File: config.mk
export PLATFORM = sky130hd
export DESIGN_NAME = clkstop_ctrl
export DESIGN_NICKNAME = d
export VERILOG_FILES = /design/src/rtl/clkstop_pkg.sv /design/src/rtl/clkstop_sync.sv /design/src/rtl/clkstop_classify.sv /design/src/rtl/clkstop_fsm.sv /design/src/rtl/clkstop_gate_reg.sv /design/src/rtl/clkstop_ctrl.sv
export SDC_FILE = /design/constraint.sdc
export NUM_CORES = 1
export LEC_CHECK = 0
export ABC_AREA = 0
export BUFFER_PORTS_ARGS = -buffer_cell sky130_fd_sc_hd__buf_4
export CORE_MARGIN = 1.5
export CORE_UTILIZATION = 55
export CTS_BUF_LIST = sky130_fd_sc_hd__clkbuf_8
export DETAILED_ROUTE_END_ITERATION = 8
export HOLD_SLACK_MARGIN = 0.08
export PLACE_DENSITY = 0.89
export RECOVER_POWER = 25
export SLEW_MARGIN = 20
export SYNTH_ARGS = -nofsm -noshare
export SYNTH_HDL_FRONTEND = slang
export SYNTH_SLANG_ARGS = --single-unit
File: constraint.sdc
create_clock -name clk_i -period 2.16 [get_ports clk_i]
set_input_delay 0.108 -clock clk_i [delete_from_list [all_inputs] [get_ports clk_i]]
set_output_delay 0.108 -clock clk_i [all_outputs]
set_load 0.005 [all_outputs]
File: src/rtl/clkstop_pkg.sv
// Shared types for the clock stop and wakeup controller.
package clkstop_pkg;

    // Controller state; ST_RST_HOLD keeps the reset request asserted.
    typedef enum logic [1:0] {
        ST_RUN       = 2'd0,
        ST_CORE_HALT = 2'd1,
        ST_SYS_HALT  = 2'd2,
        ST_RST_HOLD  = 2'd3
    } cs_state_e;

    // Decoded wake classes.
    typedef struct packed {
        logic resume;
        logic reset;
    } wake_cls_t;

endpackage

File: src/rtl/clkstop_sync.sv
// Multi-stage synchronizer for a vector of level inputs.
// Assumes: the inputs are levels held for at least one clk_i period; the
// reset value of every stage is 0 (no event).
module clkstop_sync #(
    parameter int W      = 4,
    parameter int STAGES = 2
) (
    input  logic         clk_i,
    input  logic         rst_ni,
    input  logic [W-1:0] d_i,
    output logic [W-1:0] q_o
);

    logic [W-1:0] stg_q [STAGES];

    // First stage captures the raw inputs.
    always_ff @(posedge clk_i) begin
        if (!rst_ni) stg_q[0] <= '0;
        else         stg_q[0] <= d_i;
    end

    for (genvar s = 1; s < STAGES; s++) begin : g_stage
        // Each later stage re-times the previous stage.
        always_ff @(posedge clk_i) begin
            if (!rst_ni) stg_q[s] <= '0;
            else         stg_q[s] <= stg_q[s-1];
        end
    end

    assign q_o = stg_q[STAGES-1];

endmodule

File: src/rtl/clkstop_classify.sv
// Sorts synchronized wake events into resume-in-place and reset classes.
// Assumes: vector layout {pin, bor, wdt, rtt, port[IRQ_W-1:0]}, active high.
module clkstop_classify
    import clkstop_pkg::*;
#(
    parameter int IRQ_W = 8,
    localparam int SRC_W = IRQ_W + 4
) (
    input  logic [SRC_W-1:0] src_i,
    output wake_cls_t        cls_o
);

    localparam int RTT_BIT = IRQ_W;
    localparam int WDT_BIT = IRQ_W + 1;
    localparam int BOR_BIT = IRQ_W + 2;
    localparam int PIN_BIT = IRQ_W + 3;

    // Combine each class with an OR reduction.
    always_comb begin
        cls_o.resume = (|src_i[IRQ_W-1:0]) | src_i[RTT_BIT];
        cls_o.reset  = src_i[WDT_BIT] | src_i[BOR_BIT] | src_i[PIN_BIT];
    end

endmodule

File: src/rtl/clkstop_fsm.sv
// Stop/run state machine with the reset hold counter.
// Assumes: stop_req_i is synchronous to clk_i; wake classes are synchronized.
// A reset source has priority over everything; a resume source in the same
// cycle as a stop request cancels that request.
module clkstop_fsm
    import clkstop_pkg::*;
#(
    parameter int RST_HOLD_CYC = 4,
    localparam int CNT_W = $clog2(RST_HOLD_CYC) + 1
) (
    input  logic      clk_i,
    input  logic      rst_ni,
    input  logic      stop_req_i,
    input  logic      stop_deep_i,
    input  wake_cls_t cls_i,
    output cs_state_e state_nxt_o,
    output logic      resume_set_o
);

    localparam logic [CNT_W-1:0] HOLD_LOAD = CNT_W'(RST_HOLD_CYC - 1);

    cs_state_e        state_q, state_d;
    logic [CNT_W-1:0] cnt_q, cnt_d;
    logic             resume_set;

    // Next-state and hold-counter decision.
    always_comb begin
        state_d    = state_q;
        cnt_d      = cnt_q;
        resume_set = 1'b0;
        if (cls_i.reset) begin
            state_d = ST_RST_HOLD;
            cnt_d   = HOLD_LOAD;
        end else begin
            unique case (state_q)
                ST_RUN: begin
                    if (stop_req_i && !cls_i.resume)
                        state_d = stop_deep_i ? ST_SYS_HALT : ST_CORE_HALT;
                end
                ST_CORE_HALT, ST_SYS_HALT: begin
                    if (cls_i.resume) begin
                        state_d    = ST_RUN;
                        resume_set = 1'b1;
                    end
                end
                ST_RST_HOLD: begin
                    if (cnt_q == '0) state_d = ST_RUN;
                    else             cnt_d   = cnt_q - 1'b1;
                end
                default: state_d = ST_RUN;
            endcase
        end
    end

    // State and counter registers.
    always_ff @(posedge clk_i) begin
        if (!rst_ni) begin
            state_q <= ST_RUN;
            cnt_q   <= '0;
        end else begin
            state_q <= state_d;
            cnt_q   <= cnt_d;
        end
    end

    assign state_nxt_o  = state_d;
    assign resume_set_o = resume_set;

endmodule

File: src/rtl/clkstop_gate_reg.sv
// Registers every output from the next state so each gate enable is a
// single flop output, free of decode glitches.
// Assumes: a downstream gating cell latches its enable while its clock is low.
module clkstop_gate_reg
    import clkstop_pkg::*;
(
    input  logic      clk_i,
    input  logic      rst_ni,
    input  cs_state_e state_nxt_i,
    input  logic      resume_set_i,
    input  logic      wdt_keep_i,
    input  logic      rtt_keep_i,
    output logic      core_en_o,
    output logic      sys_en_o,
    output logic      wdt_en_o,
    output logic      rtt_en_o,
    output logic      resume_o,
    output logic      rst_req_o
);

    logic sys_on;

    // The system clock is off only in the deep stop.
    always_comb sys_on = (state_nxt_i != ST_SYS_HALT);

    // Output flops loaded from the decoded next state.
    always_ff @(posedge clk_i) begin
        if (!rst_ni) begin
            core_en_o <= 1'b1;
            sys_en_o  <= 1'b1;
            wdt_en_o  <= 1'b1;
            rtt_en_o  <= 1'b1;
            resume_o  <= 1'b0;
            rst_req_o <= 1'b0;
        end else begin
            core_en_o <= (state_nxt_i == ST_RUN) || (state_nxt_i == ST_RST_HOLD);
            sys_en_o  <= sys_on;
            wdt_en_o  <= sys_on || wdt_keep_i;
            rtt_en_o  <= sys_on || rtt_keep_i;
            resume_o  <= resume_set_i;
            rst_req_o <= (state_nxt_i == ST_RST_HOLD);
        end
    end

endmodule

File: src/rtl/clkstop_ctrl.sv
// Top of the clock stop and wakeup controller.
// Assumes: clk_i is always on; all wake inputs may be asynchronous and pass
// through one shared synchronizer, SYNC_STAGES deep.
module clkstop_ctrl
    import clkstop_pkg::*;
#(
    parameter int IRQ_W        = 8,
    parameter int SYNC_STAGES  = 2,
    parameter int RST_HOLD_CYC = 4
) (
    input  logic             clk_i,
    input  logic             rst_ni,
    input  logic             stop_req_i,
    input  logic             stop_deep_i,
    input  logic             wdt_keep_i,
    input  logic             rtt_keep_i,
    input  logic [IRQ_W-1:0] port_irq_i,
    input  logic             rtt_irq_i,
    input  logic             wdt_ovf_i,
    input  logic             bor_i,
    input  logic             rst_pin_ni,
    output logic             core_clk_en_o,
    output logic             sys_clk_en_o,
    output logic             wdt_clk_en_o,
    output logic             rtt_clk_en_o,
    output logic             resume_o,
    output logic             rst_req_o
);

    localparam int SRC_W = IRQ_W + 4;

    logic [SRC_W-1:0] raw_src, sync_src;
    wake_cls_t        cls;
    cs_state_e        state_nxt;
    logic             resume_set;

    // Pack the wake sources, all active high.
    always_comb raw_src = {~rst_pin_ni, bor_i, wdt_ovf_i, rtt_irq_i, port_irq_i};

    clkstop_sync #(.W(SRC_W), .STAGES(SYNC_STAGES)) i_sync (
        .clk_i  (clk_i),
        .rst_ni (rst_ni),
        .d_i    (raw_src),
        .q_o    (sync_src)
    );

    clkstop_classify #(.IRQ_W(IRQ_W)) i_cls (
        .src_i (sync_src),
        .cls_o (cls)
    );

    clkstop_fsm #(.RST_HOLD_CYC(RST_HOLD_CYC)) i_fsm (
        .clk_i        (clk_i),
        .rst_ni       (rst_ni),
        .stop_req_i   (stop_req_i),
        .stop_deep_i  (stop_deep_i),
        .cls_i        (cls),
        .state_nxt_o  (state_nxt),
        .resume_set_o (resume_set)
    );

    clkstop_gate_reg i_gate (
        .clk_i        (clk_i),
        .rst_ni       (rst_ni),
        .state_nxt_i  (state_nxt),
        .resume_set_i (resume_set),
        .wdt_keep_i   (wdt_keep_i),
        .rtt_keep_i   (rtt_keep_i),
        .core_en_o    (core_clk_en_o),
        .sys_en_o     (sys_clk_en_o),
        .wdt_en_o     (wdt_clk_en_o),
        .rtt_en_o     (rtt_clk_en_o),
        .resume_o     (resume_o),
        .rst_req_o    (rst_req_o)
    );

endmodule

# Word level (Yosys, flattened, before mapping)
# Memories as Yosys holds them, arrays and structs flattened.
# Index checks and enable logic that the tools add are counted.
# classes
n_lt_le_gt_ge,0
eq_ne,6
addsub,1
shifts,0
mul,0
n_reduce_logical,15
div_mod_pow,0
muxes,14
n_bitwise,9
# op_table
operator,count
$mux 12,2
$mux 2,8
$reduce_or 8->1,1
$eq 2x2->1 const B,3
$pmux 2 s3,1
$or 1x1->1,5
$logic_not 2->1,2
$ne 2x2->1 const B,2
$not 1->1,4
$reduce_and 2->1,2
$reduce_or 2->1,2
$logic_not 3->1,1
$logic_or 1x1->1,3
$mux 1,3
$reduce_or 3->1,1
$sub 3x1->3 const B,1
$eq 2x1->1 const B,1
$reduce_bool 2->1,1
$logic_and 1x1->1,1
$logic_not 1->1,1
# totals
out_inout_bits,6
rom_bits,0
latch_bits,0
elab_cells,55
ram_bits,24
reg_bits,11
memories,1
# memory_table
memory,depth,word_bits,read_ports,rd_clocked_by_memory_dff,write_ports,line,text
i_sync.stg_q,2,12,2,0,2,clkstop_sync.sv:14,logic [W-1:0] stg_q [STAGES];

# Depth between registers and ports, before layout
# An unclocked memory read counts as a cell.
# depth
depth_word,10
ltp_mapped,9
ltp_nobuf,9

# By module
# From an unflattened synthesis, not the netlist that was laid out.
# hier_totals
cells_unflattened,105
hier_area_um2,1211.2
# by_module_without_submodules
module,area_per_inst_um2,cells_each,seq_area_each_um2,instances
clkstop_sync,675.6,50,480.5,1
clkstop_fsm,319.1,34,100.1,1
clkstop_gate_reg,186.4,15,120.1,1
clkstop_classify,26.3,5,0.0,1
clkstop_ctrl,3.8,1,0.0,1

# Least setup slack after synthesis
# OpenSTA, ideal clock, no wires.
# synth_path
kind,register -> register
from,register i_fsm.state_q[0]
to,register i_gate.rtt_en_o
slack_ns,0.408
synth_period_minus_slack_ns,1.752
path_stages_with_launch,9
setup_time_ns,0.123
t_arrival_ns,1.629
cell_sequence,dfxtp_1 inv_1 ha_1 buf_1 o31ai_1 or3_1 ha_1 nand2_1 or2_2
# synth_via
elab_chain_len,6
# synth_lines
item,line,text
from (decl),clkstop_fsm.sv:22,"cs_state_e state_q, state_d;"
from (signal assigned),clkstop_fsm.sv:61,state_q <= state_d;
$eq 2x1->1 or $eq 2x2->1 (tied branches),clkstop_fsm.sv:35,unique case (state_q)
$reduce_or 2->1,clkstop_fsm.sv:35,
$pmux 2 s3 *,clkstop_fsm.sv:35,
$mux 2 *,clkstop_fsm.sv:31,if (cls_i.reset) begin
net i_fsm.state_nxt_o[1],clkstop_fsm.sv:16,"output cs_state_e state_nxt_o,"
$ne 2x2->1 *,clkstop_gate_reg.sv:24,always_comb sys_on = (state_nxt_i != ST_SYS_HALT);
$logic_or 1x1->1 *,clkstop_gate_reg.sv:39,rtt_en_o <= sys_on || rtt_keep_i;
to (signal assigned),clkstop_gate_reg.sv:39,
to (decl),clkstop_gate_reg.sv:16,"output logic rtt_en_o,"
# Mark *: on every way through the listed nets, which the timed path passes. The rest lies on a longest branch.
# A chain may end at the register's enable or synchronous reset.

# Worst setup path in the final report
# layout_path
from,register i_fsm.state_q[0]
to,register i_gate.wdt_en_o
# layout_via
elab_chain_len,6
# layout_lines
item,line,text
$eq 2x1->1 or $eq 2x2->1 (tied branches),clkstop_fsm.sv:35,
$reduce_or 2->1,clkstop_fsm.sv:35,
$pmux 2 s3 *,clkstop_fsm.sv:35,
$mux 2 *,clkstop_fsm.sv:31,
net i_fsm.state_nxt_o[1],clkstop_fsm.sv:16,
$ne 2x2->1 *,clkstop_gate_reg.sv:24,
$logic_or 1x1->1 *,clkstop_gate_reg.sv:38,wdt_en_o <= sys_on || wdt_keep_i;
to (signal assigned),clkstop_gate_reg.sv:38,
to (decl),clkstop_gate_reg.sv:15,"output logic wdt_en_o,"
# Marks and branches as above.

==> results.sh <==
export IMPL_synth_seq_cells=35
export IMPL_synth_compound_area_share_pct=3.83
export IMPL_worst_slew_pin_slew_ps=350
export IMPL_clk_pin_slew_ps=70
export IMPL_synthXorXnorAreaFrac_pct=1.41
export IMPL_cts_buffers=5
export IMPL_min_to="i_gate.core_en_o"
export IMPL_grt_max_degree=34
export IMPL_grt_pass1_wl_um=3520
export IMPL_cts_num_sinks=35
export IMPL_synthArstFlopShare_pct=0
export IMPL_combPwrFrac_pct=13.4
export IMPL_rrSetupSlack_ps=250
export IMPL_critPathKind="reg2reg"
export IMPL_ys_warn_count=0
export IMPL_r2r_start="i_fsm.state_q[0]"
export IMPL_io_pins=24
export IMPL_ff_latch_area_um2=701
export IMPL_fin_area_um2=1660
export IMPL_worst_ep_required_time_ps=2330
export IMPL_start_util_pct=57.3
export IMPL_wirelength_um=2260
export IMPL_p_int_mw=1.04
export IMPL_avgViaCountPerCell=4.87
export IMPL_cts_root_buffer="clkbuf_8"
export IMPL_cp_arrival_ps=2080
export IMPL_wl_per_cell_um=12.5
export IMPL_post_cts_buffers=0
export IMPL_first_global_vias=851
export IMPL_powerDensity_nw_per_um2=811
export IMPL_synth_top_family_by_area="simple AND/OR/NAND/NOR gates"
export IMPL_avgSynthCellArea_um2=11.1
export IMPL_die_area_um2=2550
export IMPL_grt_overflow=0
export IMPL_clockPowerShare_pct=34.5
export IMPL_setup_tns_final_ps=0
export IMPL_clk_latency_ps=280
export IMPL_swShare_pct=23.1
export IMPL_peakVddDrop_uv=710
export IMPL_multi_input_area_um2=512
export IMPL_fp_dieH_um=50.5
export IMPL_hold_class="in2reg"
export IMPL_vias=876
export IMPL_synthCells=112
export IMPL_drive_gt1_share_pct=26.3
export IMPL_synthMuxAreaShare_pct=2.52
export IMPL_antenna_found_initial=0
export IMPL_drtIter0Drc=21
export IMPL_period_minus_slack_ps=1910
export IMPL_drv_slew=0
export IMPL_slew_headroom_pct=76.5
export IMPL_place_gp_congestion=0.882
export IMPL_rsz0062_at_grt="false"
export IMPL_tritoncts="yes"
export IMPL_fin_nets=176
export IMPL_min_period_over_period_pct=88.3
export IMPL_cp_start_kind="flip-flop"
export IMPL_max_cap_violations=0
export IMPL_post_cts_resize_count=0
export IMPL_rows=17
export IMPL_fmax_mhz=524
export IMPL_core_area_um2=2170
export IMPL_switchingPower_mw=0.312
export IMPL_min_path_cells=2
export IMPL_clockBufferDepth=2
export IMPL_synthAdderAreaFrac_pct=6.04
export IMPL_dp_hpwl_um=1290
export IMPL_synth_enable_flop_cells=0
export IMPL_skew_ps=3.81
export IMPL_end_kind="flip-flop"
export IMPL_placed_cell_area_um2=1440
export IMPL_ys_seq_area_share_pct=56.4
export IMPL_synthSimpleGateAreaFrac_pct=27.4
export IMPL_p_leak_nw=0.728
export IMPL_r2r_cells=7
export IMPL_final_antenna_net_count=0
export IMPL_setup_viol=0
export IMPL_syn_to_final_growth_pct=33.8
export IMPL_ys_types=26
export IMPL_n_antenna_cell=0
export IMPL_min_delay_start="rst_ni"
export IMPL_ys_flop_type="dfxtp_1"
export IMPL_netlist_area_um2=1240
export IMPL_dr_pass1_iters=4
export IMPL_cts_htree_levels=2
export IMPL_die_w_um=50.5
export IMPL_outcome="complete, no violations"
export IMPL_remaining_drc_errors=0
export IMPL_timing_rr_end="i_gate.wdt_en_o"
export IMPL_grt_usage_pct=20.0
export IMPL_cp_max_fo=8
export IMPL_pwr_share_seq_pct=52.1
export IMPL_finalHoldViolCount=0
export IMPL_syn_nets=136
export IMPL_fill_cells=134
export IMPL_numPortBuffers=23
-- logic make-up (layout without fill, tap and decap cells) --
family | count (synthesis) | in the layout
buf+inv | 8 | 48
xor+xnor | 2 | 2
flops | 35 | 35
simple gates | 52 | 52
compound gates | 6 | 6
mux | 3 | 3
fa+ha+maj | 6 | 6
-- worst max-delay path, cell delays in order (launching register included) --
cell and delay, ps:
dfxtp_1 400, inv_1 100, ha_1 310, o31ai_1 320
or3_1 180, ha_1 140, nand2_1 60, or2_2 280
-- repair_timing --
item,4_1_cts,5_1_grt
endpoints found under the setup margin,0,0
endpoints found under the hold margin,14,0
hold buffers,14,0
-- placed cells by master (no fill, tap or decap), drive strengths merged, types with 3 or more instances in the layout --
cell type,instances
clkbuf,6
dfxtp,35
ha,6
buf,23
nor3,5
and2,24
nand3,3
dlygate4sd3,14
nand2,8
inv,4
-- registers in the layout, indices dropped and copies added (netlist names) --
name and cells:
i_gate.core_en_o 1, i_gate.resume_o 1, i_gate.wdt_en_o 1, i_gate.sys_en_o 1
i_sync.stg_q 24, i_fsm.state_q 2, i_gate.rst_req_o 1, i_fsm.cnt_q 3
i_gate.rtt_en_o 1
-- area by class of cell --
cell class	instances	area share, %
Multi-Input combinational cell	69	30.8
Clock buffer	6	4.97
Timing Repair Buffer	37	18.8
Inverter	4	0.903
Clock inverter	1	0.301
Tap cell	28	2.11
Sequential cell	35	42.1
-- how the worst max path moves through the flow --
stage / startpoint / to / slack (ps)
2_1_floorplan: i_fsm.state_q[0] / i_gate.rtt_en_o / 410
3_3_place_gp: i_sync.stg_q[1][6] / i_gate.rst_req_o / 380
3_5_place_dp: i_fsm.state_q[0] / i_gate.wdt_en_o / 310
4_1_cts: i_fsm.state_q[0] / i_gate.wdt_en_o / 270
5_1_grt: i_fsm.state_q[0] / i_gate.wdt_en_o / 180
6_report: i_fsm.state_q[0] / i_gate.wdt_en_o / 250
-- stage by stage --
stage                     cells  setup WS, ps  hold slack (ps)  util, %  power, mW
after floorplan             112           408              180        -      0.811
after global placement      159           377              267     66.1      0.862
final                       180           253              130     76.6       1.35
after CTS                   180           270              129     76.6       1.36
after global routing        180           182              148     76.6       1.41
after detailed placement    159           306              268     66.1      0.873
-- power groups by stage --
| stage | clock network, mW | logic (mW) | registers [mW] |
|---|---|---|---|
| CTS | 0.479 | 0.180 | 0.702 |
| global placement | 0 | 0.149 | 0.714 |
| floorplan | 0 | 0.0966 | 0.714 |
| global route | 0.506 | 0.201 | 0.706 |
| detailed placement | 0 | 0.158 | 0.715 |
| finish | 0.465 | 0.181 | 0.702 |
-- per-layer routing --
layer	track usage (%)	up-vias	routed length (um)
met1	17.1	393	829
met2	38.2	36	1260
met4	9.91	0	33
met5	0	-	0
li1	-	443	-
met3	9.23	4	133
-- synthesized netlist by cell type, types with 2 or more instances --
master / number / area [um2]
dfxtp_1: 35 / 701
and2_1: 24 / 150
nand2_1: 8 / 30.0
ha_1: 6 / 75.1
inv_1: 4 / 15.0
clkbuf_1: 3 / 11.3
nor3_2: 3 / 30.0
a21boi_0: 2 / 15.0
mux2i_1: 2 / 20.0
nand2b_1: 2 / 12.5
nand3_1: 2 / 10.0
nor3_1: 2 / 10.0
o31a_1: 2 / 17.5
o31ai_1: 2 / 15.0
or2_2: 2 / 12.5
or3_1: 2 / 12.5
xnor2_1: 2 / 17.5
No activity file was read; power rests on OpenSTA's default activity.
